--- config.mk ---
export PLATFORM = sky130hd
export DESIGN_NAME = fpx_special_resolve
export DESIGN_NICKNAME = d
export VERILOG_FILES = /design/src/rtl/fpx_pkg.sv /design/src/rtl/fpx_classify.sv /design/src/rtl/fpx_rules.sv /design/src/rtl/fpx_result_mux.sv /design/src/rtl/fpx_special_resolve.sv
export SDC_FILE = /design/constraint.sdc
export NUM_CORES = 1
export LEC_CHECK = 0
export BUFFER_PORTS_ARGS = -buffer_cell sky130_fd_sc_hd__buf_2
export CORE_MARGIN = 2
export CORE_UTILIZATION = 35
export DETAILED_ROUTE_END_ITERATION = 10
export GPL_ROUTABILITY_DRIVEN = 0
export PLACE_DENSITY = 0.8
export SLEW_MARGIN = 5
export SYNTH_ARGS = -nofsm -noshare
export SYNTH_HDL_FRONTEND = slang
export SYNTH_SLANG_ARGS = --single-unit
export TNS_END_PERCENT = 20
--- constraint.sdc ---
create_clock -name vclk -period 4.3
set_clock_uncertainty 0.2 [all_clocks]
set_input_delay 0.645 -clock vclk [all_inputs]
set_output_delay 0.645 -clock vclk [all_outputs]
set_load 0.02 [all_outputs]
--- src/rtl/fpx_pkg.sv ---
// Shared types for the special-operand resolver.
// Assumes: operation codes 6 and 7 are unused and read no operand.
package fpx_pkg;

    typedef enum logic [2:0] {
        OP_SQRT = 3'd0,
        OP_ADD  = 3'd1,
        OP_SUB  = 3'd2,
        OP_MUL  = 3'd3,
        OP_DIV  = 3'd4,
        OP_FMA  = 3'd5
    } fpx_op_e;

    // One-hot class of an operand, plus its sign bit.
    typedef struct packed {
        logic sign;
        logic zero;
        logic subn;
        logic norm;
        logic inf;
        logic qnan;
        logic snan;
    } fpx_cls_t;

    localparam int NUM_OPND = 3;

endpackage

--- src/rtl/fpx_classify.sv ---
// Sorts one floating-point word into zero, subnormal, normal, infinity,
// quiet NaN or signalling NaN. Assumes: the top fraction bit is the quiet bit.
module fpx_classify
    import fpx_pkg::*;
#(
    parameter int EXP_W  = 8,
    parameter int FRAC_W = 23
) (
    input  logic [EXP_W+FRAC_W:0] word_in,
    output fpx_cls_t              cls_out
);
    localparam int W = 1 + EXP_W + FRAC_W;

    logic [EXP_W-1:0]  exp_f;
    logic [FRAC_W-1:0] frac_f;
    logic              exp_ones, exp_zero, frac_zero;

    assign exp_f  = word_in[W-2 -: EXP_W];
    assign frac_f = word_in[FRAC_W-1:0];

    // Derive the field summaries and the class bits.
    always_comb begin
        exp_ones        = &exp_f;
        exp_zero        = ~|exp_f;
        frac_zero       = ~|frac_f;
        cls_out.sign    = word_in[W-1];
        cls_out.zero    = exp_zero & frac_zero;
        cls_out.subn    = exp_zero & ~frac_zero;
        cls_out.norm    = ~exp_zero & ~exp_ones;
        cls_out.inf     = exp_ones & frac_zero;
        cls_out.qnan    = exp_ones & ~frac_zero & frac_f[FRAC_W-1];
        cls_out.snan    = exp_ones & ~frac_zero & ~frac_f[FRAC_W-1];
    end

endmodule

--- src/rtl/fpx_rules.sv ---
// Applies the per-operation exception rules to the operand classes.
// Assumes: classes are one-hot. Outputs are already prioritised:
// NaN over invalid over divide-by-zero over infinity.
module fpx_rules
    import fpx_pkg::*;
(
    input  fpx_op_e        op,
    input  fpx_cls_t       cls [NUM_OPND],
    output logic [NUM_OPND-1:0] nan_used,
    output logic           nv,
    output logic           dz,
    output logic           inf_hit,
    output logic           inf_sign
);
    logic [NUM_OPND-1:0] use_vec;
    logic [NUM_OPND-1:0] snan_used;
    logic                any_nan, inv_op, dz_op, inf_op, inf_sg;
    logic                b_eff, prod_zi, prod_inf, prod_sg;

    // Which operands the selected operation reads.
    always_comb begin
        unique case (op)
            OP_SQRT:                        use_vec = 3'b001;
            OP_ADD, OP_SUB, OP_MUL, OP_DIV: use_vec = 3'b011;
            OP_FMA:                         use_vec = 3'b111;
            default:                        use_vec = 3'b000;
        endcase
    end

    for (genvar i = 0; i < NUM_OPND; i++) begin : g_nan
        assign nan_used[i]  = use_vec[i] & (cls[i].qnan | cls[i].snan);
        assign snan_used[i] = use_vec[i] & cls[i].snan;
    end

    assign any_nan = |nan_used;

    // Per-operation invalid, divide-by-zero and infinity detection.
    always_comb begin
        b_eff    = cls[1].sign ^ (op == OP_SUB);
        prod_zi  = (cls[0].zero & cls[1].inf) | (cls[0].inf & cls[1].zero);
        prod_inf = (cls[0].inf | cls[1].inf) & ~prod_zi;
        prod_sg  = cls[0].sign ^ cls[1].sign;
        inv_op   = 1'b0;
        dz_op    = 1'b0;
        inf_op   = 1'b0;
        inf_sg   = 1'b0;
        unique case (op)
            OP_SQRT: begin
                inv_op = cls[0].sign & (cls[0].subn | cls[0].norm | cls[0].inf);
                inf_op = cls[0].inf;
                inf_sg = cls[0].sign;
            end
            OP_ADD, OP_SUB: begin
                inv_op = cls[0].inf & cls[1].inf & (cls[0].sign != b_eff);
                inf_op = cls[0].inf | cls[1].inf;
                inf_sg = cls[0].inf ? cls[0].sign : b_eff;
            end
            OP_MUL: begin
                inv_op = prod_zi;
                inf_op = cls[0].inf | cls[1].inf;
                inf_sg = prod_sg;
            end
            OP_DIV: begin
                inv_op = (cls[0].zero & cls[1].zero) | (cls[0].inf & cls[1].inf);
                dz_op  = (cls[0].subn | cls[0].norm) & cls[1].zero;
                inf_op = cls[0].inf & ~cls[1].inf;
                inf_sg = prod_sg;
            end
            OP_FMA: begin
                inv_op = prod_zi | (prod_inf & cls[2].inf & (prod_sg != cls[2].sign));
                inf_op = prod_inf | cls[2].inf;
                inf_sg = prod_inf ? prod_sg : cls[2].sign;
            end
            default: begin
                inv_op = 1'b0;
            end
        endcase
    end

    // Priority: NaN input suppresses operation rules; NV suppresses DZ and infinity.
    always_comb begin
        nv       = (|snan_used) | (inv_op & ~any_nan);
        dz       = dz_op & ~any_nan & ~nv;
        inf_hit  = inf_op & ~any_nan & ~nv & ~dz;
        inf_sign = dz ? prod_sg : inf_sg;
    end

endmodule

--- src/rtl/fpx_result_mux.sv ---
// Builds the forced result word from the rule outcomes.
// Assumes: the nan_used bits are valid only for operands the operation reads.
module fpx_result_mux
    import fpx_pkg::*;
#(
    parameter int EXP_W  = 8,
    parameter int FRAC_W = 23
) (
    input  logic [NUM_OPND-1:0][EXP_W+FRAC_W:0] opnd,
    input  logic [NUM_OPND-1:0]                 nan_used,
    input  logic                                nv,
    input  logic                                dz,
    input  logic                                inf_hit,
    input  logic                                inf_sign,
    output logic                                bypass,
    output logic [EXP_W+FRAC_W:0]               result
);
    localparam int W = 1 + EXP_W + FRAC_W;
    localparam logic [W-1:0] QUIET_BIT = W'(1) << (FRAC_W - 1);
    localparam logic [W-1:0] CANON_NAN = {1'b0, {EXP_W{1'b1}}, 1'b1, {(FRAC_W-1){1'b0}}};

    logic [W-1:0] nan_pick;

    // First used NaN in operand order, quieted.
    always_comb begin
        nan_pick = '0;
        for (int i = NUM_OPND - 1; i >= 0; i--) begin
            if (nan_used[i]) nan_pick = opnd[i] | QUIET_BIT;
        end
    end

    // Select the forced word by priority.
    always_comb begin
        bypass = (|nan_used) | nv | dz | inf_hit;
        if (|nan_used)        result = nan_pick;
        else if (nv)          result = CANON_NAN;
        else if (dz | inf_hit) result = {inf_sign, {EXP_W{1'b1}}, {FRAC_W{1'b0}}};
        else                  result = '0;
    end

endmodule

--- src/rtl/fpx_special_resolve.sv ---
// Top level: classifies the operands, applies the rules and drives the
// forced result with bypass and exception flags. Combinational.
module fpx_special_resolve
    import fpx_pkg::*;
#(
    parameter int EXP_W  = 8,
    parameter int FRAC_W = 23
) (
    input  logic [2:0]                op_sel,
    input  logic [EXP_W+FRAC_W:0]     opnd_a,
    input  logic [EXP_W+FRAC_W:0]     opnd_b,
    input  logic [EXP_W+FRAC_W:0]     opnd_c,
    output logic                      res_bypass,
    output logic [EXP_W+FRAC_W:0]     res_value,
    output logic                      flag_invalid,
    output logic                      flag_divzero
);
    localparam int W = 1 + EXP_W + FRAC_W;

    logic [NUM_OPND-1:0][W-1:0] opnd_vec;
    fpx_cls_t                   cls [NUM_OPND];
    logic [NUM_OPND-1:0]        nan_used;
    logic                       inf_hit, inf_sign;

    assign opnd_vec = {opnd_c, opnd_b, opnd_a};

    for (genvar i = 0; i < NUM_OPND; i++) begin : g_cls
        fpx_classify #(.EXP_W(EXP_W), .FRAC_W(FRAC_W)) u_cls (
            .word_in (opnd_vec[i]),
            .cls_out (cls[i])
        );
    end

    fpx_rules u_rules (
        .op       (fpx_op_e'(op_sel)),
        .cls      (cls),
        .nan_used (nan_used),
        .nv       (flag_invalid),
        .dz       (flag_divzero),
        .inf_hit  (inf_hit),
        .inf_sign (inf_sign)
    );

    fpx_result_mux #(.EXP_W(EXP_W), .FRAC_W(FRAC_W)) u_mux (
        .opnd     (opnd_vec),
        .nan_used (nan_used),
        .nv       (flag_invalid),
        .dz       (flag_divzero),
        .inf_hit  (inf_hit),
        .inf_sign (inf_sign),
        .bypass   (res_bypass),
        .result   (res_value)
    );

endmodule

# ---- Yosys cells after proc, flatten, opt, wreduce, memory -nomap -nowiden
# Index checks and enable logic that the tools add are counted.
dict set report word_totals {
  ff_bits 0
  latch_bits 0
  ramBits 0
  mem_bits_ro 0
  inputBits 99
  out_inout_bits 35
  elab_cells 106
  n_memories 0
}
dict set report classes {
  add_sub_neg 0
  multipliers 0
  div 0
  order_cmp 0
  eq_ne 7
  shift 0
  mux 14
  bitwise_logic 65
  reduce_logical 20
}
# op count
set op_table {}
lappend op_table {{32-bit two-way mux} 6}
lappend op_table {{23-bit OR reduction} 3}
lappend op_table {{1-bit AND} 39}
lappend op_table {{8-bit AND reduction} 3}
lappend op_table {{8-bit OR reduction} 2}
lappend op_table {{1-bit OR} 15}
lappend op_table {{1-bit NOT} 9}
lappend op_table {{3-bit case mux with 3 select lines} 1}
lappend op_table {{3-bit OR reduction} 3}
lappend op_table {{1-bit case mux with 4 select lines} 2}
lappend op_table {{3-bit by 2-bit equality test with 1-bit output (second input constant)} 2}
lappend op_table {{3-bit equality test (second input constant)} 2}
lappend op_table {{1-bit zero test} 5}
lappend op_table {{1-bit case mux with 5 select lines} 1}
lappend op_table {{1-bit two-way mux} 4}
lappend op_table {{2-bit OR reduction} 2}
lappend op_table {{4-bit OR reduction} 1}
lappend op_table {{3-bit by 1-bit equality test with 1-bit output (second input constant)} 1}
lappend op_table {{3-bit zero test} 1}
lappend op_table {{1-bit inequality test} 2}
lappend op_table {{1-bit XOR} 2}

# ---- Depth between registers and ports, before layout
dict set report logic_depth {
  depth_word 21
  mapped_depth 9
  ltp_nobuf 7
}

# ---- Modules after synthesis
# Synthesis repeated with hierarchy kept, for this count alone.
dict set report hier_totals {
  cells_unflattened 246
  hier_area_um2 1564.0
}
# module n_inst cells_per_inst area_per_inst_um2 seq_area_each_um2
set modules_own_cells {}
lappend modules_own_cells {fpx_result_mux 1 114 686.9 0.0}
lappend modules_own_cells {fpx_classify 3 21 146.4 0.0}
lappend modules_own_cells {fpx_rules 1 69 437.9 0.0}

# ---- Worst setup path after synthesis
# OpenSTA, ideal clock, no wires.
dict set report synth_path {
  path_kind {input to output}
  startpoint {input opnd_a[27]}
  endpoint {output res_value[31]}
  arrival_ns 2.877
  required_time_ns 3.455
  setup_slack_ns 0.578
  stages 8
  n_path_buf 1
  path_cell_list {or4_4 or2_4 or3_1 nand4_1 nand3_1 or3b_1 buf_6 o31ai_2}
}
dict set report synth_between {
  elab_chain_len 21
  word_cells_on_any_way 57
  cone_classes {mux: 11; bitwise: 41; reduce/logical: 5}
}
# item line_no
set synth_lines {}
lappend synth_lines {{from (decl)} fpx_special_resolve.sv:10} ;# input logic [EXP_W+FRAC_W:0] opnd_a,
lappend synth_lines {{8-bit OR reduction} fpx_classify.sv:24} ;# exp_zero = ~|exp_f;
lappend synth_lines {{1-bit zero test} fpx_classify.sv:24}
lappend synth_lines {{1-bit AND} fpx_classify.sv:27} ;# cls_out.zero = exp_zero & frac_zero;
lappend synth_lines {{1-bit AND} fpx_rules.sv:40} ;# prod_zi = (cls[0].zero & cls[1].inf) | (cls[0].inf & cls[1].zero);
lappend synth_lines {{1-bit OR} fpx_rules.sv:40}
lappend synth_lines {{1-bit NOT} fpx_rules.sv:41} ;# prod_inf = (cls[0].inf | cls[1].inf) & ~prod_zi;
lappend synth_lines {{1-bit AND} fpx_rules.sv:41}
lappend synth_lines {{1-bit AND (2 in a row)} fpx_rules.sv:70} ;# inv_op = prod_zi | (prod_inf & cls[2].inf & (prod_sg != cls[2].sign));
lappend synth_lines {{[4 not listed]} -}
lappend synth_lines {{1-bit NOT} {fpx_rules.sv:83, fpx_rules.sv:84}}
lappend synth_lines {{1-bit AND} fpx_rules.sv:83} ;# dz = dz_op & ~any_nan & ~nv;
lappend synth_lines {{1-bit NOT} fpx_rules.sv:84} ;# inf_hit = inf_op & ~any_nan & ~nv & ~dz;
lappend synth_lines {{1-bit AND} fpx_rules.sv:84}
lappend synth_lines {{1-bit OR} fpx_result_mux.sv:37} ;# else if (dz | inf_hit) result = {inf_sign, {EXP_W{1'b1}}, {FRAC_W{1'b0}}};
lappend synth_lines {{32-bit two-way mux} fpx_result_mux.sv:37}
lappend synth_lines {{32-bit two-way mux} fpx_result_mux.sv:36} ;# else if (nv) result = CANON_NAN;
lappend synth_lines {{32-bit two-way mux (*)} fpx_result_mux.sv:35} ;# if (|nan_used) result = nan_pick;
lappend synth_lines {{to (decl)} fpx_special_resolve.sv:14} ;# output logic [EXP_W+FRAC_W:0] res_value,
# Every way passes the cells marked *; elsewhere a longest branch is shown, timed or not.

# ---- Worst setup path after layout
dict set report layout_path {
  startpoint {input opnd_a[17]}
  endpoint {output res_value[31]}
}
dict set report layout_between {
  elab_chain_len 21
  word_cells_on_any_way 54
  cone_classes {mux: 11; bitwise: 39; reduce/logical: 4}
}
# item line_no
set layout_lines {}
lappend layout_lines {{23-bit OR reduction (*)} fpx_classify.sv:25} ;# frac_zero = ~|frac_f;
lappend layout_lines {{1-bit zero test} fpx_classify.sv:25}
lappend layout_lines {{1-bit AND, on equally long branches} {fpx_classify.sv:27, fpx_classify.sv:30}}
lappend layout_lines {{1-bit AND} fpx_rules.sv:40}
lappend layout_lines {{1-bit OR} fpx_rules.sv:40}
lappend layout_lines {{1-bit NOT} fpx_rules.sv:41}
lappend layout_lines {{1-bit AND} fpx_rules.sv:41}
lappend layout_lines {{1-bit AND (2 in a row)} fpx_rules.sv:70}
lappend layout_lines {{[4 not listed]} -}
lappend layout_lines {{1-bit NOT} {fpx_rules.sv:83, fpx_rules.sv:84}}
lappend layout_lines {{1-bit AND} fpx_rules.sv:83}
lappend layout_lines {{1-bit NOT} fpx_rules.sv:84}
lappend layout_lines {{1-bit AND} fpx_rules.sv:84}
lappend layout_lines {{1-bit OR} fpx_result_mux.sv:37}
lappend layout_lines {{32-bit two-way mux} fpx_result_mux.sv:37}
lappend layout_lines {{32-bit two-way mux} fpx_result_mux.sv:36}
lappend layout_lines {{32-bit two-way mux (*)} fpx_result_mux.sv:35}
# Marked as above.

==> reports/qor.txt <==
Ant. Diodes = 0
Area grow syn2layout = 57.1%
Fraction of layout cells with a size suffix above 1 = 44.9%
Mapped Cells = 212
Sw Ratio = 51.9%
Post-synthesis sequential area ratio = 0%
DP HPWL = 4550 um
Most used cell, CP = buf_2
Crit end category = output port
CP max stage cell = or3b_1
Post-CTS setup buffers = 0
Placed insts = 387
Clock Power Share = 0%
Delay of the slowest critical-path stage = 0.51 ns
Min Clock Period, post-route = 4.01 ns
Area leader, netlist = nor2_1
Grt total ovfl = 0
Slew Viols, Final = 0
Worst slack, placed = 0.334 ns
Ys Warns = 0
Die Area = 4160 um2
Wire length per cell = 13.7 um
Fmax = 250 MHz
Detail Route Antenna Nets = 0
Die Y-Extent = 64.5 um
Hold Crit Depth = 3
Storage cell area = 0 um2
Pre-antenna DRT Iters = 5
Met2 GRT Util = 43.4%
Commonest non-fill, non-tap cell in the layout = buf_2
First-pass GRT wire length = 8400 um
Kind of critical path = in2out
Measured slew at the worst slew-check pin = 0.574 ns
Final hold violations = 0
Startpoint Class = input pin
Setup Viol. Count Final = 0
DR vias/cell = 5.74
Met1 Track Usage GR = 32.2%
LEAKAGE = 1.07 nW
Sequential share of power = 0%
DR vias = 2,222
IO buf count = 134
CORE AREA = 3420 um2
Min-Delay Path Class = in2out
RSZ-0062 raised after global routing = no
Switching pwr = 52.8 uW
Top cell type's share of synthesized area = 13.5%
Combinational Power Share = 100.0%
Synth area leaders = nor2_1, a221oi_1, nor4_1
Crit path setup slack, layout = 0.294 ns
1st-iter DRT viols = 144
Avg Synthesized Cell Area = 6.04 um2
Antenna violations before repair = 0
Synth unique cells = 49
Die W = 64.5 um
Worst-path cell chain = buf_2, nor4_1, nand4_1, o21bai_1, a21oi_2, or3_1, or3b_1, o31ai_2, buf_2
Post-Syn Area = 1280 um2
Largest net degree at the start of global routing = 29
Fin crit share = 93.2%
GRT Util Overall = 23.7%
Critical path peak fanout = 11
Commonest cells after routing, fill and taps aside = buf_2, nor2_1, a221oi_1, nand2_1, nor4_1
Row Count = 21
TNS Setup = 0 ns
Power Density = 50.5 nW/um2
Met3 Usage GRT = 1.39%
Seq cells = 0
Outcome = finished clean
Worst Path Arrival = 3.16 ns
Critical path data required time = 3.45 ns
Post-layout util = 58.9%
Top Usage Layer GRT = met2
Vias in the first global route = 1,881
Fin nets = 442
Slew HR = 61.4%
Starting Density = 37.5%
Syn_nets = 311
CTS Hold Bufs = 0
Non-Filler Instances = 387
Max VDD drop = 0.0287 mV
P_int = 48.9 uW
Clock buffer cells = 0
# IOs = 134
DRC = 0
Maxcap violations = 0
Final wirelength = 5320 um
Final hold slack = 1.45 ns
Cts repair resizes = 0
[final cells by class]
class                           count  area (um2)
Fill cell                         352        1400
Multi-Input combinational cell    197        1220
Timing Repair Buffer              141         723
Tap cell                           46        57.6
Inverter                            3        11.3
[cells by family (layout without fill, tap and decap cells)]
kind of cell    count (synthesis)  after routing  share of synthesized area (%)
xor+xnor                        3              3                           2.05
mux                             7              7                           5.86
buf+inv                        15            144                           4.98
compound gates                 52             52                           31.3
simple gates                  135            135                           55.9
[critical path, delay by kind of cell]
family | cells | cell delay (ns)
buf+inv | 2 | 0.31
simple gates | 4 | 1.52
compound gates | 3 | 0.70
[metal layers]
metal,up-vias,wire length [um]
met5,-,0
met4,0,31
met3,6,484
met2,138,2510
met1,985,2290
li1,1093,-
[power groups by stage]
stage          Combinational (mW)  Sequential [mW]  Clock [mW]
4_1_cts                     0.100                0           0
3_5_place_dp                0.100                0           0
6_report                    0.102                0           0
3_3_place_gp               0.0974                0           0
2_1_floorplan              0.0345                0           0
5_1_grt                     0.111                0           0
[metrics by stage]
stage,area (um2),power (mW)
after floorplan,1280,0.0345
after global placement,2010,0.0974
after detailed placement,2010,0.100
after CTS,2010,0.100
after global routing,2010,0.111
final,2010,0.102
[final timing paths]
path / from / endpoint / slack, ns
min: opnd_a[19] / res_value[19] / 1.45
max: opnd_a[17] / res_value[31] / 0.29
[cells in the mapped netlist (2+ instances only)]
master / count
nor2_1: 46
a221oi_1: 18
nand2_1: 17
nor4_1: 16
clkbuf_1: 10
nand2b_1: 10
nand4_1: 9
nor3_1: 8
o21ai_0: 7
a21oi_1: 6
or4_1: 5
mux2_2: 4
or3_1: 4
a22o_1: 3
inv_1: 3
mux2i_1: 3
nand3_1: 3
o211ai_1: 3
and2_1: 2
and4_1: 2
nand3b_1: 2
nor2b_1: 2
o2bb2ai_1: 2
xnor2_1: 2
No activity file was read; power rests on OpenSTA's default activity.
